===== src/rtl/fpcsr_pkg.sv =====
package fpcsr_pkg;
  localparam int CSR_AW  = 12;
  localparam int CSR_DW  = 32;
  localparam int N_FLAGS = 5;
  localparam int RM_W    = 3;
  localparam int ALL_RM_LSB = N_FLAGS;

  localparam logic [CSR_AW-1:0] A_FLAGS = 12'h001;
  localparam logic [CSR_AW-1:0] A_MODE  = 12'h002;
  localparam logic [CSR_AW-1:0] A_BOTH  = 12'h003;

  typedef enum logic [RM_W-1:0] {
    RM_NEAR_EVEN = 3'b000,
    RM_TO_ZERO   = 3'b001,
    RM_DOWNWARD  = 3'b010,
    RM_UPWARD    = 3'b011,
    RM_NEAR_MAX  = 3'b100,
    RM_RSV_A     = 3'b101,
    RM_RSV_B     = 3'b110,
    RM_DYNAMIC   = 3'b111
  } rmode_e;
endpackage


===== src/rtl/fpcsr_flags.sv =====
module fpcsr_flags #(
  parameter int NF = 5
) (
  input  logic          clk,
  input  logic          rst,
  input  logic          sw_we,
  input  logic [NF-1:0] sw_val,
  input  logic          hw_valid,
  input  logic [NF-1:0] hw_set,
  output logic [NF-1:0] flags_q
);
  logic [NF-1:0] hw_bits;
  assign hw_bits = hw_set & {NF{hw_valid}};

  for (genvar i = 0; i < NF; i++) begin : g_bit
    logic bit_q;
    always_ff @(posedge clk) begin
      if (rst)             bit_q <= 1'b0;
      else if (sw_we)      bit_q <= sw_val[i] | hw_bits[i];
      else if (hw_bits[i]) bit_q <= 1'b1;
    end
    assign flags_q[i] = bit_q;
  end

  // reported conditions are present after the edge, even alongside a write
  p_hw_sets_r3: assert property (@(posedge clk) disable iff (rst)
    hw_valid |=> ((flags_q & $past(hw_set)) == $past(hw_set)));
  // without a software write no flag ever falls
  p_sticky_r3: assert property (@(posedge clk) disable iff (rst)
    !sw_we |=> ((flags_q & $past(flags_q)) == $past(flags_q)));
  // idle inputs leave the flags untouched
  p_hold_r11: assert property (@(posedge clk) disable iff (rst)
    (!sw_we && !hw_valid) |=> $stable(flags_q));
endmodule


===== src/rtl/fpcsr_mode_reg.sv =====
module fpcsr_mode_reg #(
  parameter int W = 3
) (
  input  logic         clk,
  input  logic         rst,
  input  logic         we,
  input  logic [W-1:0] wval,
  output logic [W-1:0] mode_q
);
  always_ff @(posedge clk) begin
    if (rst)     mode_q <= '0;
    else if (we) mode_q <= wval;
  end

  // the mode changes only on a write
  p_mode_hold_r5: assert property (@(posedge clk) disable iff (rst)
    !we |=> $stable(mode_q));
  // a write lands as written
  p_mode_load_r5: assert property (@(posedge clk) disable iff (rst)
    we |=> (mode_q == $past(wval)));
endmodule


===== src/rtl/fpcsr_rm_resolve.sv =====
module fpcsr_rm_resolve
  import fpcsr_pkg::*;
(
  input  logic [RM_W-1:0] inst_rm,
  input  logic [RM_W-1:0] dyn_rm,
  output logic [RM_W-1:0] eff_rm,
  output logic            illegal
);
  logic is_dyn;
  assign is_dyn = (inst_rm == RM_DYNAMIC);

  always_comb begin
    eff_rm  = is_dyn ? dyn_rm : inst_rm;
    illegal = 1'b0;
    if (is_dyn) begin
      if (dyn_rm == RM_RSV_A || dyn_rm == RM_RSV_B || dyn_rm == RM_DYNAMIC) illegal = 1'b1;
    end else begin
      if (inst_rm == RM_RSV_A || inst_rm == RM_RSV_B) illegal = 1'b1;
    end
  end
endmodule


===== src/rtl/fp_status_csr.sv =====
module fp_status_csr
  import fpcsr_pkg::*;
#(
  parameter int ADDR_W = CSR_AW,
  parameter int DATA_W = CSR_DW,
  parameter int NF     = N_FLAGS,
  parameter int RW     = RM_W
) (
  input  logic              clk,
  input  logic              rst,
  input  logic              csr_wr_en,
  input  logic [ADDR_W-1:0] csr_wr_addr,
  input  logic [DATA_W-1:0] csr_wr_data,
  input  logic [ADDR_W-1:0] csr_rd_addr,
  output logic [DATA_W-1:0] csr_rd_data,
  output logic              csr_rd_err,
  input  logic              exc_valid,
  input  logic [NF-1:0]     exc_flags,
  input  logic [RW-1:0]     inst_rm,
  output logic [RW-1:0]     eff_rm,
  output logic              rm_illegal
);
  localparam int BOTH_W = NF + RW;

  logic          hit_flags, hit_mode, hit_both;
  logic          we_flags, we_mode;
  logic [RW-1:0] mode_wval;
  logic [NF-1:0] flags_q;
  logic [RW-1:0] mode_q;

  assign hit_flags = (csr_wr_addr == ADDR_W'(A_FLAGS));
  assign hit_mode  = (csr_wr_addr == ADDR_W'(A_MODE));
  assign hit_both  = (csr_wr_addr == ADDR_W'(A_BOTH));
  assign we_flags  = csr_wr_en & (hit_flags | hit_both);
  assign we_mode   = csr_wr_en & (hit_mode  | hit_both);
  assign mode_wval = hit_both ? csr_wr_data[NF +: RW] : csr_wr_data[RW-1:0];

  logic unused_wdata;
  assign unused_wdata = ^csr_wr_data[DATA_W-1:BOTH_W];

  fpcsr_flags #(.NF(NF)) u_flags (
    .clk(clk), .rst(rst), .sw_we(we_flags), .sw_val(csr_wr_data[NF-1:0]),
    .hw_valid(exc_valid), .hw_set(exc_flags), .flags_q(flags_q));

  fpcsr_mode_reg #(.W(RW)) u_mode (
    .clk(clk), .rst(rst), .we(we_mode), .wval(mode_wval), .mode_q(mode_q));

  fpcsr_rm_resolve u_resolve (
    .inst_rm(inst_rm), .dyn_rm(mode_q), .eff_rm(eff_rm), .illegal(rm_illegal));

  always_comb begin
    csr_rd_data = '0;
    csr_rd_err  = 1'b0;
    unique case (csr_rd_addr)
      ADDR_W'(A_FLAGS): csr_rd_data[NF-1:0] = flags_q;
      ADDR_W'(A_MODE):  csr_rd_data[RW-1:0] = mode_q;
      ADDR_W'(A_BOTH):  csr_rd_data[BOTH_W-1:0] = {mode_q, flags_q};
      default:          csr_rd_err = 1'b1;
    endcase
  end

  // state just out of reset
  p_reset_state_r1: assert property (@(posedge clk)
    $past(rst) |-> (flags_q == '0 && mode_q == '0));
  // unmapped reads return zero
  p_unmapped_zero_r7: assert property (@(posedge clk) disable iff (rst)
    csr_rd_err |-> (csr_rd_data == '0));
  // dynamic field follows stored mode
  p_dyn_follow_r10: assert property (@(posedge clk) disable iff (rst)
    (inst_rm == RW'(RM_DYNAMIC)) |-> (eff_rm == mode_q));
  // legal static fields pass through
  p_static_pass_r8: assert property (@(posedge clk) disable iff (rst)
    (inst_rm <= RW'(RM_NEAR_MAX)) |-> (eff_rm == inst_rm && !rm_illegal));
  // unmapped write leaves the mode alone
  p_unmapped_wr_r7: assert property (@(posedge clk) disable iff (rst)
    (csr_wr_en && !hit_flags && !hit_mode && !hit_both) |=> $stable(mode_q));
endmodule


===== config.mk =====
export PLATFORM = sky130hd
export DESIGN_NAME = fp_status_csr
export DESIGN_NICKNAME = d
export VERILOG_FILES = /design/src/rtl/fpcsr_pkg.sv /design/src/rtl/fpcsr_flags.sv /design/src/rtl/fpcsr_mode_reg.sv /design/src/rtl/fpcsr_rm_resolve.sv /design/src/rtl/fp_status_csr.sv
export SDC_FILE = /design/constraint.sdc
export NUM_CORES = 1
export LEC_CHECK = 0
export ABC_AREA = 0
export BUFFER_PORTS_ARGS = -buffer_cell sky130_fd_sc_hd__buf_2
export CAP_MARGIN = 40
export CORE_MARGIN = 5
export CORE_UTILIZATION = 35
export DETAILED_ROUTE_END_ITERATION = 10
export PLACE_DENSITY = 0.95
export SYNTH_ARGS = -nofsm -noshare
export SYNTH_HDL_FRONTEND = slang
export SYNTH_SLANG_ARGS = --single-unit

===== constraint.sdc =====
create_clock -name clk -period 5.08 [get_ports clk]
set_input_delay 1.016 -clock clk [delete_from_list [all_inputs] [get_ports clk]]
set_output_delay 1.016 -clock clk [all_outputs]
set_load 0.05 [all_outputs]

# Yosys cells after proc, flatten, opt, wreduce, memory -nomap -nowiden

Index checks and enable logic that the tools add are counted.
W data, S select, Z words.

Div/mod/pow operators: 0
$mul: 0
Eq/ne operators: 12
Shift-type cells: 0
Mux-type cells: 19
Magnitude comparators: 0
Reductions and logical operators: 10
Bitwise logic cells: 10
Add/sub/neg operators: 0

Operator list:

| kind                  | count |
|---|---|
| $eq A12 B2 Y1 const B | 4 |
| $eq A12 B1 Y1 const B | 2 |
| $eq A3 B3 Y1 const B  | 6 |
| $mux W1               | 14 |
| $reduce_bool A2 Y1    | 5 |
| $mux W3               | 3 |
| $or A1 B1 Y1          | 7 |
| $pmux W3 S2           | 1 |
| $and A5 B5 Y5         | 1 |
| $logic_or A1 B1 Y1    | 3 |
| $reduce_or A3 Y1      | 1 |
| $and A1 B1 Y1         | 2 |
| $mux W2               | 1 |
| $reduce_or A2 Y1      | 1 |

ROM bits: 0
Bits in writable memories: 0
Bits in latches: 0
Bits in registers: 8
Word-level logic and storage cells: 57
Memories: 0
Output and inout port bits: 37

# Logic depth before layout (Yosys ltp)

Depth after elaboration: 5
Depth in mapped cells: 4
Depth with buffers taken out: 3

# Hierarchy

A second synthesis with hierarchy kept.

Cells, all modules: 104
Area, all modules: 818.3 um^2

Modules (own cells, without submodules):

| module           | cells each | area an instance (um^2) | instances |
|---|---|---|---|
| fp_status_csr    | 59         | 421.7                   | 1 |
| fpcsr_flags      | 26         | 242.7                   | 1 |
| fpcsr_mode_reg   | 9          | 101.3                   | 1 |
| fpcsr_rm_resolve | 10         | 52.6                    | 1 |

# Worst setup path after synthesis

Ideal clock, no wire load.

Kind: input -> output
From: in inst_rm[0]
To: out eff_rm[1]
Slack: 1.784 ns
Data arrival time: 2.280 ns
Path buffers: 0
Stages on the path: 2
Cells stage by stage: nor2b_1 a21boi_0

Longest elaborated chain between the ends: 2

Ends and longest elaborated chain:

| element      | RTL line               | RTL |
|---|---|---|
| from (decl)  | fp_status_csr.sv:19    | `input logic [RW-1:0] inst_rm,` |
| $eq A3 B3 Y1 | fpcsr_rm_resolve.sv:10 | `assign is_dyn = (inst_rm == RM_DYNAMIC);` |
| $mux W3      | fpcsr_rm_resolve.sv:13 | `eff_rm = is_dyn ? dyn_rm : inst_rm;` |
| to (decl)    | fp_status_csr.sv:20    | `output logic [RW-1:0] eff_rm,` |

Every way passes these cells.

# Worst setup path after layout

From: in csr_rd_addr[7]
To: out csr_rd_data[6]

Longest elaborated chain between the ends: 2

Ends and longest elaborated chain:

| element       | RTL line            | RTL |
|---|---|---|
| from (decl)   | fp_status_csr.sv:14 | `input logic [ADDR_W-1:0] csr_rd_addr,` |
| $eq A12 B2 Y1 | fp_status_csr.sv:54 | `unique case (csr_rd_addr)` |
| $mux W3       | fp_status_csr.sv:54 |  |
| to (decl)     | fp_status_csr.sv:15 | `output logic [DATA_W-1:0] csr_rd_data,` |

Every way passes these cells.

==> summary.md <==
| Metric | Value |
|---|---|
| Peak fanout along the critical path | `6` |
| Post-CTS Setup Inserts | `0` |
| Unique masters post-synth | `24` |
| Vias in the first global route | `836` |
| Max Slew Vio Count | `0` |
| Num CTS Buffers | `3` |
| Vias per inst | `4.594` |
| Initial DRT Pass Iterations | `4` |
| Global route overflow | `0` |
| Sw frac | `0.4294` |
| Combinational share of power | `0.436` |
| Final Cycle Share | `0.6382` |
| Total via count in the routed design | `882` |
| Boundary Pins | `105` |
| RSZ-0062 raised after global routing | `false` |
| Largest net degree at the start of global routing | `17` |
| MaxCap Viol Count | `0` |
| DR DRC count | `0` |
| Synth area leader | `buf_4` |
| CP startpoint kind | `input pin` |
| Synth Register Bits | `8` |
| Switch Pwr | `86.82 uW` |
| Die Y | `59.05 um` |
| Routability cong. | `0.7736` |
| Synth Flop Type | `dfxtp_1` |
| CTS Sinks | `8` |
| Required @ worst endpoint | `4060 ps` |
| Crit path to | `csr_rd_data[6]` |
| Share of power burned in registers | `0.332` |
| CTS clk-pin slew, worst paths | `60 ps` |
| Wire per inst | `11.36 um` |
| Synth warn | `0` |
| Syn Inst Count | `109` |
| Reg2reg setup slack | `4200 ps` |
| CTS Hold Bufs | `0` |
| Total track usage | `0.1234` |
| Antenna cells | `0` |
| # fillers | `239` |
| Worst skew pair latency | `250 ps` |
| Core ar. | `2255 sq um` |
| Post-synthesis sequential area ratio | `0.1902` |
| Share of layout cells above drive strength 1 | `0.4146` |
| Cell Rows | `17` |
| Reg2Reg Depth | `2` |
| Crit path from | `csr_rd_addr[7]` |
| Area growth syn-to-layout | `27.64%` |
| Post-CTS sizing | `0` |
| Setup violators final | `0` |
| Global-route wire length before repair | `3374 um` |
| Clock root buffer | `clkbuf_4` |
| Status | `completed` |
| Fin. Hold Viols | `0` |
| Internal power | `115.4 uW` |
| Worst Clk Skew | `0 ps` |
| Total wire length | `2182 um` |
| Starting Density | `0.3735` |
| Placed inst area | `1052 sq um` |
| Layout Nets | `234` |
| Cell area after layout | `1075 sq um` |
| Clock Power Share | `0.232` |
| Pre-CTS WS | `1820 ps` |
| Syn Std Cell Area | `842.1 sq um` |
| PwrDens | `188.1 nW/um^2` |
| Fmax | `0.3085 GHz` |
| Worst setup margin | `1838 ps` |
| Pleak | `0.5856 nW` |
| CTS tree | `yes` |
| Dpl hpwl | `1911 um` |
| Critical path type | `in2out` |
| Crit. End Element | `output pin` |
| Cells after DPL | `189` |
| Post-synth top area share | `0.2140` |
| Worst hold-check path type | `reg2reg` |
| EDFF count, synth | `0` |
| Worst r2r src | `u_mode.mode_q[1]$_SDFFE_PP0P_` |
| Min Tclk post-route | `3242 ps` |
| Total power | `202.2 uW` |
| Die extent in x | `59.05 um` |
| DIE AREA | `3487 sq um` |
| Synth top area cells | `buf_4 21%, dfxtp_1 19%, a21oi_1 7.7%` |
| Port buffer count | `56` |
| DR iter-0 viols | `26` |
| FF-to-FF End | `u_mode.mode_q[1]$_SDFFE_PP0P_` |
| Htree depth | `1` |
| Mean post-synth cell area | `7.725 sq um` |
| Initial antenna violation count | `0` |
| CTS Buffer Depth | `2` |
| Critical path arrival | `2230 ps` |
| Final setup TNS | `0 ps` |
| Ys async rst share | `0` |
| Finished Layout Cells | `192` |
| Antenna Violating Nets Remaining | `0` |
| Worst VDD drop | `77.51 uV` |
-- routing by layer --
layer	wire length, um	track usage
met4	8	0.04854
met5	0	0
met3	335	0.02832
met1	804	0.1479
met2	1034	0.2114
-- cells in the final DEF (no fill, tap or decap) --
cell | synthesis | layout
buf_2 | 0 | 56
conb_1 | 1 | 24
nor2_1 | 16 | 16
a21oi_1 | 13 | 13
dfxtp_1 | 8 | 8
nand2_1 | 5 | 5
nand3b_1 | 5 | 5
nor2b_1 | 5 | 5
mux2_2 | 5 | 5
and4_1 | 4 | 4
mux2i_1 | 3 | 3
mux2_1 | 3 | 3
clkbuf_4 | 0 | 3
and3_1 | 2 | 2
a21boi_0 | 2 | 2
or4_4 | 2 | 2
nor4_1 | 1 | 1
o21ai_0 | 1 | 1
nand4_1 | 1 | 1
o21a_1 | 1 | 1
o211a_1 | 1 | 1
or3_1 | 1 | 1
or2_2 | 1 | 1
nor4_4 | 1 | 1
-- cells in the mapped netlist, drive strengths merged (3+ instances only) --
| cell | instances |
|---|---|
| a21oi | 13 |
| and4 | 4 |
| nand2 | 5 |
| nor2 | 16 |
| nor2b | 5 |
| clkbuf | 3 |
| nand3b | 5 |
| dfxtp | 8 |
| buf | 24 |
| mux2 | 8 |
| mux2i | 3 |
-- worst min path at each step --
stage | startpoint | endpoint | slack, ps | depth (start not counted)
3_3_place_gp | u_flags.g_bit[3].bit_q$_SDFFE_PP0P_ | u_flags.g_bit[3].bit_q$_SDFFE_PP0P_ | 580 | 3
5_1_grt | u_flags.g_bit[3].bit_q$_SDFFE_PP0P_ | u_flags.g_bit[3].bit_q$_SDFFE_PP0P_ | 660 | 3
6_report | u_flags.g_bit[3].bit_q$_SDFFE_PP0P_ | u_flags.g_bit[3].bit_q$_SDFFE_PP0P_ | 610 | 3
4_1_cts | u_flags.g_bit[3].bit_q$_SDFFE_PP0P_ | u_flags.g_bit[3].bit_q$_SDFFE_PP0P_ | 610 | 3
3_5_place_dp | u_flags.g_bit[3].bit_q$_SDFFE_PP0P_ | u_flags.g_bit[3].bit_q$_SDFFE_PP0P_ | 590 | 3
2_1_floorplan | u_flags.g_bit[3].bit_q$_SDFFE_PP0P_ | u_flags.g_bit[3].bit_q$_SDFFE_PP0P_ | 560 | 3
-- stage by stage --
stage,hold slack (ps),util
2_1_floorplan,559.2,-
3_3_place_gp,577.2,0.4667
3_5_place_dp,591.7,0.4667
4_1_cts,605.9,0.4767
5_1_grt,663.9,0.4767
6_report,611.4,0.4767
-- final cells by class --
class / count / area [sq um] / area share
multi-input combinational: 97 / 576.8 / 0.5367
timing repair buffer: 56 / 280.3 / 0.2608
sequential: 8 / 160.2 / 0.1490
tap: 28 / 35.03 / 0.03260
clock buffer: 3 / 22.52 / 0.02095
-- critical path, stage by stage --
cell    delay (ps)
buf_2           90
nor4_1         320
and4_1         340
and4_1         200
buf_2          250
-- sequential cells by signal (all words and copies together) (netlist names) --
name	cells
u_flags.g_bit.bit_q	5
u_mode.mode_q	3
-- power groups by stage --
| stage | clock network (mW) | registers, mW | logic, mW |
|---|---|---|---|
| 6_report | 0.0470 | 0.0671 | 0.0881 |
| 5_1_grt | 0.0499 | 0.0674 | 0.0951 |
| 4_1_cts | 0.0483 | 0.0670 | 0.0880 |
| 3_5_place_dp | 0 | 0.0683 | 0.0878 |
| 3_3_place_gp | 0 | 0.0682 | 0.0863 |
| 2_1_floorplan | 0 | 0.0678 | 0.0789 |
-- cells by family (layout without fill, tap and decap cells) --
family	Yosys count	after routing	share of synthesized area
mux	11	11	0.1426
compound gates	18	18	0.1218
flops	8	8	0.1902
buf+inv	27	59	0.2273
other cells	1	24	0.004453
simple gates	44	44	0.3135
Note: power is estimated with default switching activity, not from simulation.
